==> config.mk <==
export PLATFORM = sky130hd
export DESIGN_NAME = uart_brk_tx
export DESIGN_NICKNAME = d
export VERILOG_FILES = /design/src/rtl/uart_brk_pkg.sv /design/src/rtl/uart_brk_hold.sv /design/src/rtl/uart_brk_flag.sv /design/src/rtl/uart_brk_shift.sv /design/src/rtl/uart_brk_tx.sv
export SDC_FILE = /design/constraint.sdc
export NUM_CORES = 1
export LEC_CHECK = 0
export BUFFER_PORTS_ARGS = -buffer_cell sky130_fd_sc_hd__buf_4
export CAP_MARGIN = 20
export CORE_ASPECT_RATIO = 1.75
export CORE_MARGIN = 2
export CORE_UTILIZATION = 45
export CTS_BUF_LIST = sky130_fd_sc_hd__clkbuf_16
export DETAILED_ROUTE_END_ITERATION = 10
export PLACE_DENSITY_LB_ADDON = 0.15
export REMOVE_ABC_BUFFERS = 1
export SLEW_MARGIN = 40
export SYNTH_ARGS = -nofsm -noshare
export SYNTH_HDL_FRONTEND = slang
export SYNTH_HIERARCHICAL = 1
export SYNTH_SLANG_ARGS = --single-unit
==> constraint.sdc <==
create_clock -name clk -period 2.7 [get_ports clk]
set_input_delay 0.405 -clock clk [delete_from_list [all_inputs] [get_ports clk]]
set_output_delay 0.405 -clock clk [all_outputs]
set_load 0.03 [all_outputs]
==> src/rtl/uart_brk_pkg.sv <==
// Shared types and sizing helpers for the break-capable serial transmitter.
// Assumes: frame lengths are small positive integers.
package uart_brk_pkg;

    // Kind of frame currently held in the shift register
    typedef enum logic {
        KIND_DATA  = 1'b0,
        KIND_BREAK = 1'b1
    } frame_kind_e;

    // Longest frame in bit times: start + payload + stop for either kind
    function automatic int frame_max(input int data_w, input int brk_low);
        int d;
        int b;
        d = data_w + 2;
        b = brk_low + 2;
        return (d > b) ? d : b;
    endfunction

endpackage

==> src/rtl/uart_brk_hold.sv <==
// One-entry holding buffer in front of the shift register.
// Accepts a write only when empty; a write while full is discarded.
// Assumes: take is asserted only while full, so write and take never coincide.
module uart_brk_hold #(
    parameter int DATA_W = 8
) (
    input  logic              clk,
    input  logic              rst_n,
    input  logic              wr_stb,
    input  logic [DATA_W-1:0] wr_data,
    input  logic              take,
    output logic              full,
    output logic [DATA_W-1:0] data
);

    // Occupancy and content of the single buffer entry
    always_ff @(posedge clk) begin
        if (!rst_n) begin
            full <= 1'b0;
            data <= '0;
        end else if (take) begin
            full <= 1'b0;
        end else if (wr_stb && !full) begin
            full <= 1'b1;
            data <= wr_data;
        end
    end

endmodule

==> src/rtl/uart_brk_flag.sv <==
// Break request flag: set by a pulse, cleared when a break frame completes.
// A set pulse in the same cycle as completion wins.
// Assumes: done only pulses on the tick that ends a break stop bit.
module uart_brk_flag (
    input  logic clk,
    input  logic rst_n,
    input  logic set,
    input  logic done,
    output logic flag
);

    // Set-dominant flag register with hardware clear
    always_ff @(posedge clk) begin
        if (!rst_n)    flag <= 1'b0;
        else if (set)  flag <= 1'b1;
        else if (done) flag <= 1'b0;
    end

endmodule

==> src/rtl/uart_brk_shift.sv <==
// Transmit shift register. A load builds either a data frame image
// (start, payload LSB first, stop) or a break image (BRK_LOW+1 low bits
// and a stop bit). It shifts one bit per baud tick, filling with ones.
// Assumes: load is asserted only on a baud tick while enabled.
module uart_brk_shift
    import uart_brk_pkg::*;
#(
    parameter int DATA_W  = 8,
    parameter int BRK_LOW = 12,
    parameter int SH_W    = 14,
    parameter int CNT_W   = 4
) (
    input  logic              clk,
    input  logic              rst_n,
    input  logic              tx_en,
    input  logic              baud_tick,
    input  logic              load,
    input  frame_kind_e       load_kind,
    input  logic [DATA_W-1:0] load_data,
    output logic              busy,
    output logic              last_bit,
    output frame_kind_e       cur_kind,
    output logic [CNT_W-1:0]  bits_left,
    output logic              ser_out
);

    localparam int DATA_LEN = DATA_W + 2;
    localparam int BRK_LEN  = BRK_LOW + 2;

    logic [SH_W-1:0] sh_q;
    logic [SH_W-1:0] data_img;
    logic [SH_W-1:0] brk_img;

    // Frame images, one bit position at a time
    for (genvar gi = 0; gi < SH_W; gi++) begin : g_img
        if (gi == 0) begin : g_start
            assign data_img[gi] = 1'b0;
        end else if (gi <= DATA_W) begin : g_pay
            assign data_img[gi] = load_data[gi-1];
        end else begin : g_pad
            assign data_img[gi] = 1'b1;
        end
        assign brk_img[gi] = (gi >= BRK_LEN - 1);
    end

    // Frame state: image, remaining bit count and kind
    always_ff @(posedge clk) begin
        if (!rst_n || !tx_en) begin
            busy      <= 1'b0;
            sh_q      <= '1;
            bits_left <= '0;
            cur_kind  <= KIND_DATA;
        end else if (load) begin
            busy      <= 1'b1;
            cur_kind  <= load_kind;
            sh_q      <= (load_kind == KIND_BREAK) ? brk_img : data_img;
            bits_left <= (load_kind == KIND_BREAK) ? CNT_W'(BRK_LEN) : CNT_W'(DATA_LEN);
        end else if (busy && baud_tick) begin
            busy      <= (bits_left != CNT_W'(1));
            sh_q      <= {1'b1, sh_q[SH_W-1:1]};
            bits_left <= bits_left - CNT_W'(1);
        end
    end

    // Current bit: frame bit when busy, line idle level otherwise
    assign ser_out  = sh_q[0] | ~busy;
    assign last_bit = busy && (bits_left == CNT_W'(1));

endmodule

==> src/rtl/uart_brk_tx.sv <==
// Serial transmitter top: holding buffer, break flag and shift register.
// A byte moves to the shifter on a baud tick while enabled, if the shifter
// is idle or finishing its stop bit. The frame kind is taken from the break
// flag at that moment, ignoring a flag that this same tick clears.
// Assumes: baud_tick is a one-cycle pulse; all inputs are synchronous to clk.
module uart_brk_tx
    import uart_brk_pkg::*;
#(
    parameter int DATA_W  = 8,
    parameter int BRK_LOW = 12
) (
    input  logic              clk,
    input  logic              rst_n,
    input  logic              baud_tick,
    input  logic              tx_en,
    input  logic              wr_stb,
    input  logic [DATA_W-1:0] wr_data,
    input  logic              brk_set,
    output logic              tx_line,
    output logic              buf_empty,
    output logic              shift_idle,
    output logic              brk_flag
);

    localparam int SH_W  = frame_max(DATA_W, BRK_LOW);
    localparam int CNT_W = $clog2(SH_W + 1);

    logic              hold_full;
    logic [DATA_W-1:0] hold_data;
    logic              take;
    logic              busy;
    logic              last_bit;
    frame_kind_e       cur_kind;
    logic [CNT_W-1:0]  bits_left;
    logic              ser_out;
    logic              brk_done;
    logic              cur_brk;
    frame_kind_e       load_kind;

    // Transfer and break-completion decisions for this tick
    always_comb begin
        cur_brk   = (cur_kind == KIND_BREAK);
        brk_done  = baud_tick && tx_en && last_bit && cur_brk;
        take      = baud_tick && tx_en && hold_full && (!busy || last_bit);
        load_kind = (brk_flag && !brk_done) ? KIND_BREAK : KIND_DATA;
    end

    uart_brk_hold #(.DATA_W(DATA_W)) u_hold (
        .clk     (clk),
        .rst_n   (rst_n),
        .wr_stb  (wr_stb),
        .wr_data (wr_data),
        .take    (take),
        .full    (hold_full),
        .data    (hold_data)
    );

    uart_brk_flag u_flag (
        .clk   (clk),
        .rst_n (rst_n),
        .set   (brk_set),
        .done  (brk_done),
        .flag  (brk_flag)
    );

    uart_brk_shift #(
        .DATA_W  (DATA_W),
        .BRK_LOW (BRK_LOW),
        .SH_W    (SH_W),
        .CNT_W   (CNT_W)
    ) u_shift (
        .clk       (clk),
        .rst_n     (rst_n),
        .tx_en     (tx_en),
        .baud_tick (baud_tick),
        .load      (take),
        .load_kind (load_kind),
        .load_data (hold_data),
        .busy      (busy),
        .last_bit  (last_bit),
        .cur_kind  (cur_kind),
        .bits_left (bits_left),
        .ser_out   (ser_out)
    );

    // Output drive: line forced high when disabled
    assign tx_line    = ser_out | ~tx_en;
    assign buf_empty  = ~hold_full;
    assign shift_idle = ~busy;

endmodule

* Word-level counts from Yosys, hierarchy flattened *
Cells that the tools add are included.

cells by class
  reduce and logical (&&, ||, !) cells = 20
  equality and inequality tests = 2
  muxes and demuxes = 11
  bitwise operators = 7
  add/sub/neg operators = 1

operator list
  cell                   number
  $mux W14               2
  $mux W13               1
  $logic_and A1 B1 Y1    9
  $mux W4                2
  $logic_not A1 Y1       5
  $mux W1                5
  $not A1 Y1             5
  $eq A4 B1 Y1 const B   1
  $ne A4 B1 Y1 const B   1
  $reduce_bool A2 Y1     2
  $sub A4 B1 Y4 const B  1
  $mux W3                1
  $logic_or A1 B1 Y1     2
  $or A1 B1 Y1           2
  $reduce_and A2 Y1      1
  $reduce_or A2 Y1       1

word-level totals
  bits in registers = 30
  bits of input ports = 14
  logic and storage cells = 48
  output and inout port bits = 4

* Longest topological paths before layout *
  depth after elaboration = 9
  gate-level depth with buffers = 10
  mapped depth without buffers = 9

* By module *
Netlist, hierarchy kept.

by module, submodules not included
  module          sequential area each (sq um)  instances  cells an instance  area an instance (sq um)
  uart_brk_shift  380.4                         1          92                 867.1
  uart_brk_hold   180.2                         1          39                 370.4
  uart_brk_tx     0.0                           1          6                  45.0
  uart_brk_flag   20.0                          1          3                  41.3

* Least setup slack after synthesis *
No wires, ideal clock.

  path kind = register to register
  start point = reg u_shift.bits_left[1]
  end point = reg u_shift.sh_q[1]
  period minus slack after synthesis = 1890 ps
  buffers on the path = 2
  library setup time = 132 ps
  data required time = 2568 ps
  setup slack = 810 ps
  arrival time = 1757 ps
  cell stages (with the launch flop) = 11
  path through = dfxtp_1 > inv_1 > ha_1 > nor3b_1 > and2_2 > o2111a_1 > buf_2 > nor2b_1 > clkbuf_1 > a21oi_1 > o21ai_0

on the way
  elaborated cells on any way between the ends = 12
  classes of those cells = eq/ne (1); mux (3); reduce/logical (8)

RTL lines
  what                                                   RTL line              text
  start, declared                                        uart_brk_shift.sv:23  output logic [CNT_W-1:0] bits_left,
  start signal, assigned                                 uart_brk_shift.sv:57  bits_left <= (load_kind == KIND_BREAK) ? CNT_W'(BRK_LEN) : CNT_W'(DATA_LEN);
  start signal, assigned                                 uart_brk_shift.sv:61  bits_left <= bits_left - CNT_W'(1);
  $eq A4 B1 Y1 *                                         uart_brk_shift.sv:67  assign last_bit = busy && (bits_left == CNT_W'(1));
  $logic_and A1 B1 Y1 *                                  uart_brk_shift.sv:67
  net last_bit                                           uart_brk_tx.sv:32     logic last_bit;
  $logic_or A1 B1 Y1 *                                   uart_brk_tx.sv:44     take = baud_tick && tx_en && hold_full && (!busy || last_bit);
  $logic_and A1 B1 Y1 *                                  uart_brk_tx.sv:44
  net take                                               uart_brk_tx.sv:30     logic take;
  $mux W14 / $reduce_bool A2 Y1 (equally long branches)  n/a
  end signal, assigned                                   uart_brk_shift.sv:56  sh_q <= (load_kind == KIND_BREAK) ? brk_img : data_img;
  end signal, assigned                                   uart_brk_shift.sv:60  sh_q <= {1'b1, sh_q[SH_W-1:1]};
  end, declared                                          uart_brk_shift.sv:30  logic [SH_W-1:0] sh_q;

The timed path passes the listed nets; every way through them passes the cells marked *.
A chain may end at the register's enable or synchronous reset.

* Worst setup path after layout *
  start point = reg u_shift.bits_left[0]
  end point = reg u_shift.sh_q[6]

on the way
  word-level cells in the longest chain between the ends = 9
  elaborated cells on any way between the ends = 12
  classes of those cells = eq/ne (1); mux (3); reduce/logical (8)

ends and longest elaborated chain
  what                              RTL line              text
  $eq A4 B1 Y1                      uart_brk_shift.sv:67
  $logic_and A1 B1 Y1               uart_brk_shift.sv:67
  net last_bit                      uart_brk_tx.sv:32
  $logic_and A1 B1 Y1 (2 in a row)  uart_brk_tx.sv:43     brk_done = baud_tick && tx_en && last_bit && cur_brk;
  net brk_done                      uart_brk_tx.sv:36     logic brk_done;
  $logic_not A1 Y1                  uart_brk_tx.sv:45     load_kind = (brk_flag && !brk_done) ? KIND_BREAK : KIND_DATA;
  $logic_and A1 B1 Y1               uart_brk_tx.sv:45
  $mux W1                           uart_brk_tx.sv:45
  net load_kind                     uart_brk_tx.sv:38     frame_kind_e load_kind;
  $mux W13                          uart_brk_shift.sv:56
  $mux W14                          uart_brk_shift.sv:53  end else if (load) begin

The timed path passes the listed nets, and every way through them passes these cells.

==> results by group <==
Detailed routing
  • DRC viols: 0
  • Vias: 1,015
  • Iter 0 DRT Violations: 25
  • Vias per cell: between 5 and 6
  • Drt pass-1 iters: 4
  • Drt wl/cell: 13.9 µm
  • Final ANT Viol Nets: 0
  • Final wirelength: 2560 µm

Synth
  • Post-synthesis mux area share: 0.129
  • Synth warn: 6
  • Adder-Cell Fraction of Synth Area: 0.0189
  • Largest family of logic cells by synthesized area: simple AND/OR/NAND/NOR gates
  • Complex-gate fraction of the synthesized area: 0.148
  • Largest area contributor in the netlist: dfxtp_1
  • Post-synthesis sequential area ratio: 0.439
  • Ys flop type: dfxtp_1
  • Synth cell count leaders: dfxtp_1, nand2_1, mux2i_1
  • Top-count cell post-synth: dfxtp_1
  • Largest cells by area after synthesis: dfxtp_1, mux2i_1, nand2_1
  • Post-synthesis cell count: 140
  • Cell Area, Synth: 1320 µm²
  • Syn_area_per_cell: 9.46 µm²
  • Post-synth EDFFs: 0
  • Seq cells post-synth: 29
  • Post-Synth Simple-Gate Area: 0.182
  • Synth Area in XOR/XNOR: 0.0132
  • Area share of the largest cell type after synthesis: 0.439
  • Synth cell types: 37
  • Synth async-reset ratio: 0

Min path
  • Hold Path Stages: 2
  • Worst Hold Path EP: u_flag/flag
  • Worst hold-check path type: in -> reg
  • Critical hold path startpoint: brk_set

STA
  • Setup-failing EPs final: 0
  • Final Cycle Share: 0.773
  • Fin Setup TNS: 0 ns
  • RSZ-0062 raised after global routing: false
  • Clock skew: 0.00162 ns
  • Crit path time final: 2.09 ns
  • Slew @ Worst Pin: 0.643 ns
  • Max Slew Vio Count: 0
  • Max Fclk: 0.479 GHz
  • Hold Vio Cnt, Final: 0
  • Relative slew margins: 0.571

Worst setup path
  • CP delay by family, top: simple AND/OR/NAND/NOR gates
  • Worst setup EP type: register
  • WP buf/inv: 0
  • FF-to-FF setup slack: 0.61 ns
  • Crit path max fanout: 9
  • RR Endpoint: u_shift/sh_q[6]
  • RR Startpoint: u_shift/bits_left[0]
  • Req. time, crit path: 2.89 ns
  • Slowest stage delay, CP: 0.47 ns
  • CP arrival: 2.28 ns
  • CP max-delay cell: nor2b_1
  • Worst reg-to-reg path cell count: 8
  • Startpoint type of the worst setup path: register
  • Critical path class: reg -> reg
  • Crit path cell chain: ha_1, nor3b_1, and2_2, and4_4, nor2b_2, nor2b_1, a21oi_1, o21ai_1

Placement
  • IO Port Bufs: 17
  • Placement Cell Area: between 1000 and 1500 µm²
  • Detailed Place HPWL: 1850 µm
  • Gpl congestion: 0.775

CTS
  • H-tree Lvls: 2
  • Clk sinks: 29
  • Clock Tree Root: clkbuf_16
  • Clock Path Buffers: 2
  • Postcts setup bufs: 0
  • CTS tree: built
  • Clock-pin slew on the worst setup and hold paths: 0.04 ns
  • Clock Latency Late Sink: about 0.27 ns
  • CTS Buf Count: 5
  • # hold bufs at CTS: 0
  • Post-CTS Resized: 0

Outcome
  • Outcome: completed

Job
  • Max_cap viols: 0

Final layout
  • Area grow syn2layout: 17.9%
  • Share of cells above drive strength 1: 0.210
  • Fill cell count: 274
  • Finished Cell Area: 1560 µm²
  • Diode count: 0
  • Register area: 581 µm²
  • Total Nets Final: 173
  • Area of the multi-input gates: 651 µm²

Floorplanning
  • Floorplan row count: 26
  • I/O pin cnt: 18
  • Core ar.: 2860 µm²
  • Die width: 45 µm
  • Starting Density: 0.462
  • DIE AREA: 3410 µm²
  • Die Ht: 75.8 µm

Global route
  • Number of global-route vias before repair: about 1,000
  • Global-route wire length before repair: approximately 4500 µm
  • Initial antenna violation count: 0
  • Final global-route overflow total: 0
  • All-Layer GR Usage: 0.182
  • Largest net degree at the start of global routing: 21

Pwr
  • Pwr Density: about 660 nW/µm²
  • Lkg Pwr: between 0.6 and 0.7 nW
  • Peak supply drop: 0.579 mV
## how the worst max path moves through the flow
stage	startpoint	endpoint	slack (ns)	cells past startpoint
finish	u_shift/bits_left[0]	u_shift/sh_q[6]	0.61	8
floorplan	u_shift/bits_left[1]	u_hold/data[0]	0.54	7
detailed placement	u_shift/bits_left[1]	u_shift/sh_q[8]	0.68	9
global placement	u_shift/bits_left[0]	u_shift/sh_q[7]	0.73	8
CTS	u_shift/bits_left[0]	u_shift/sh_q[6]	0.62	8
global route	u_shift/bits_left[0]	u_shift/sh_q[6]	0.49	8
## worst register-to-register path, cell delays in order (launching register included)
cell	delay (ns)
dfxtp_1	0.38
ha_1	0.16
nor3b_1	0.23
and2_2	0.20
and4_4	0.26
nor2b_2	0.06
nor2b_1	0.47
a21oi_1	0.15
o21ai_1	0.11
## cells by family after synthesis
family,Yosys count
xor+xnor,2
compound gates,34
simple gates,42
mux,17
flops,29
buf+inv,14
fa+ha+maj,2
## cell usage in the layout (no fill, tap or decap), types with 2 or more instances in the layout
master / synthesis / routed
o21ai_0: 8 / 8
o21a_1: 2 / 2
o21ai_1: 7 / 7
ha_1: 2 / 2
and2_1: 2 / 2
dfxtp_1: 29 / 29
clkbuf_16: 0 / 5
nor3_1: 2 / 2
nor2_1: 2 / 2
buf_4: 2 / 19
a211oi_1: 4 / 4
and3_2: 3 / 3
a21oi_1: 10 / 10
nand2_1: 18 / 18
inv_1: 5 / 6
nand3_1: 2 / 2
mux2i_1: 17 / 17
nor3b_1: 2 / 2
## power breakdown
group | internal, mW | leakage (nW) | switching [mW]
combinational | 0.0386 | 0.312 | 0.0414
sequential | 0.445 | 0.237 | 0.00947
clock | 0.327 | 0.0685 | 0.165
## registers in the layout, indices dropped and copies added (netlist names)
signal / flops
u_hold/full: 1
u_hold/data: 8
u_shift/busy: 1
u_shift/bits_left: 4
u_shift/sh_q: 13
u_flag/flag: 1
u_shift/cur_kind: 1
## through the flow
| stage | hold WS [ns] | setup WS (ns) | std cells | power, mW | utilization |
|---|---|---|---|---|---|
| 5_1_grt | 0.353 | 0.489 | 185 | 1.07 | 0.545 |
| 3_3_place_gp | 0.447 | 0.727 | 178 | 0.540 | 0.499 |
| 6_report | 0.345 | 0.614 | 185 | 1.03 | 0.545 |
| 3_5_place_dp | 0.452 | 0.681 | 178 | 0.543 | 0.499 |
| 2_1_floorplan | 0.435 | 0.544 | 131 | 0.504 | - |
| 4_1_cts | 0.343 | 0.617 | 185 | 1.04 | 0.545 |
## metal layers
metal  up-vias  routed length [µm]  GRT usage
met2        20                1360      0.302
li1        519                   -          -
met3         6                 124     0.0592
met4         0                  65      0.114
met1       470                1010      0.194
met5         -                   0          0
## area by class of cell
cell class	instances	area share
inverter	5	0.0120
clock inverter	2	0.00481
sequential	29	0.372
multi-input combinational	97	0.417
tap	28	0.0225
clock buffer	5	0.0802
timing repair buffer	19	0.0914
Note: power is estimated with default switching activity, not from simulation.
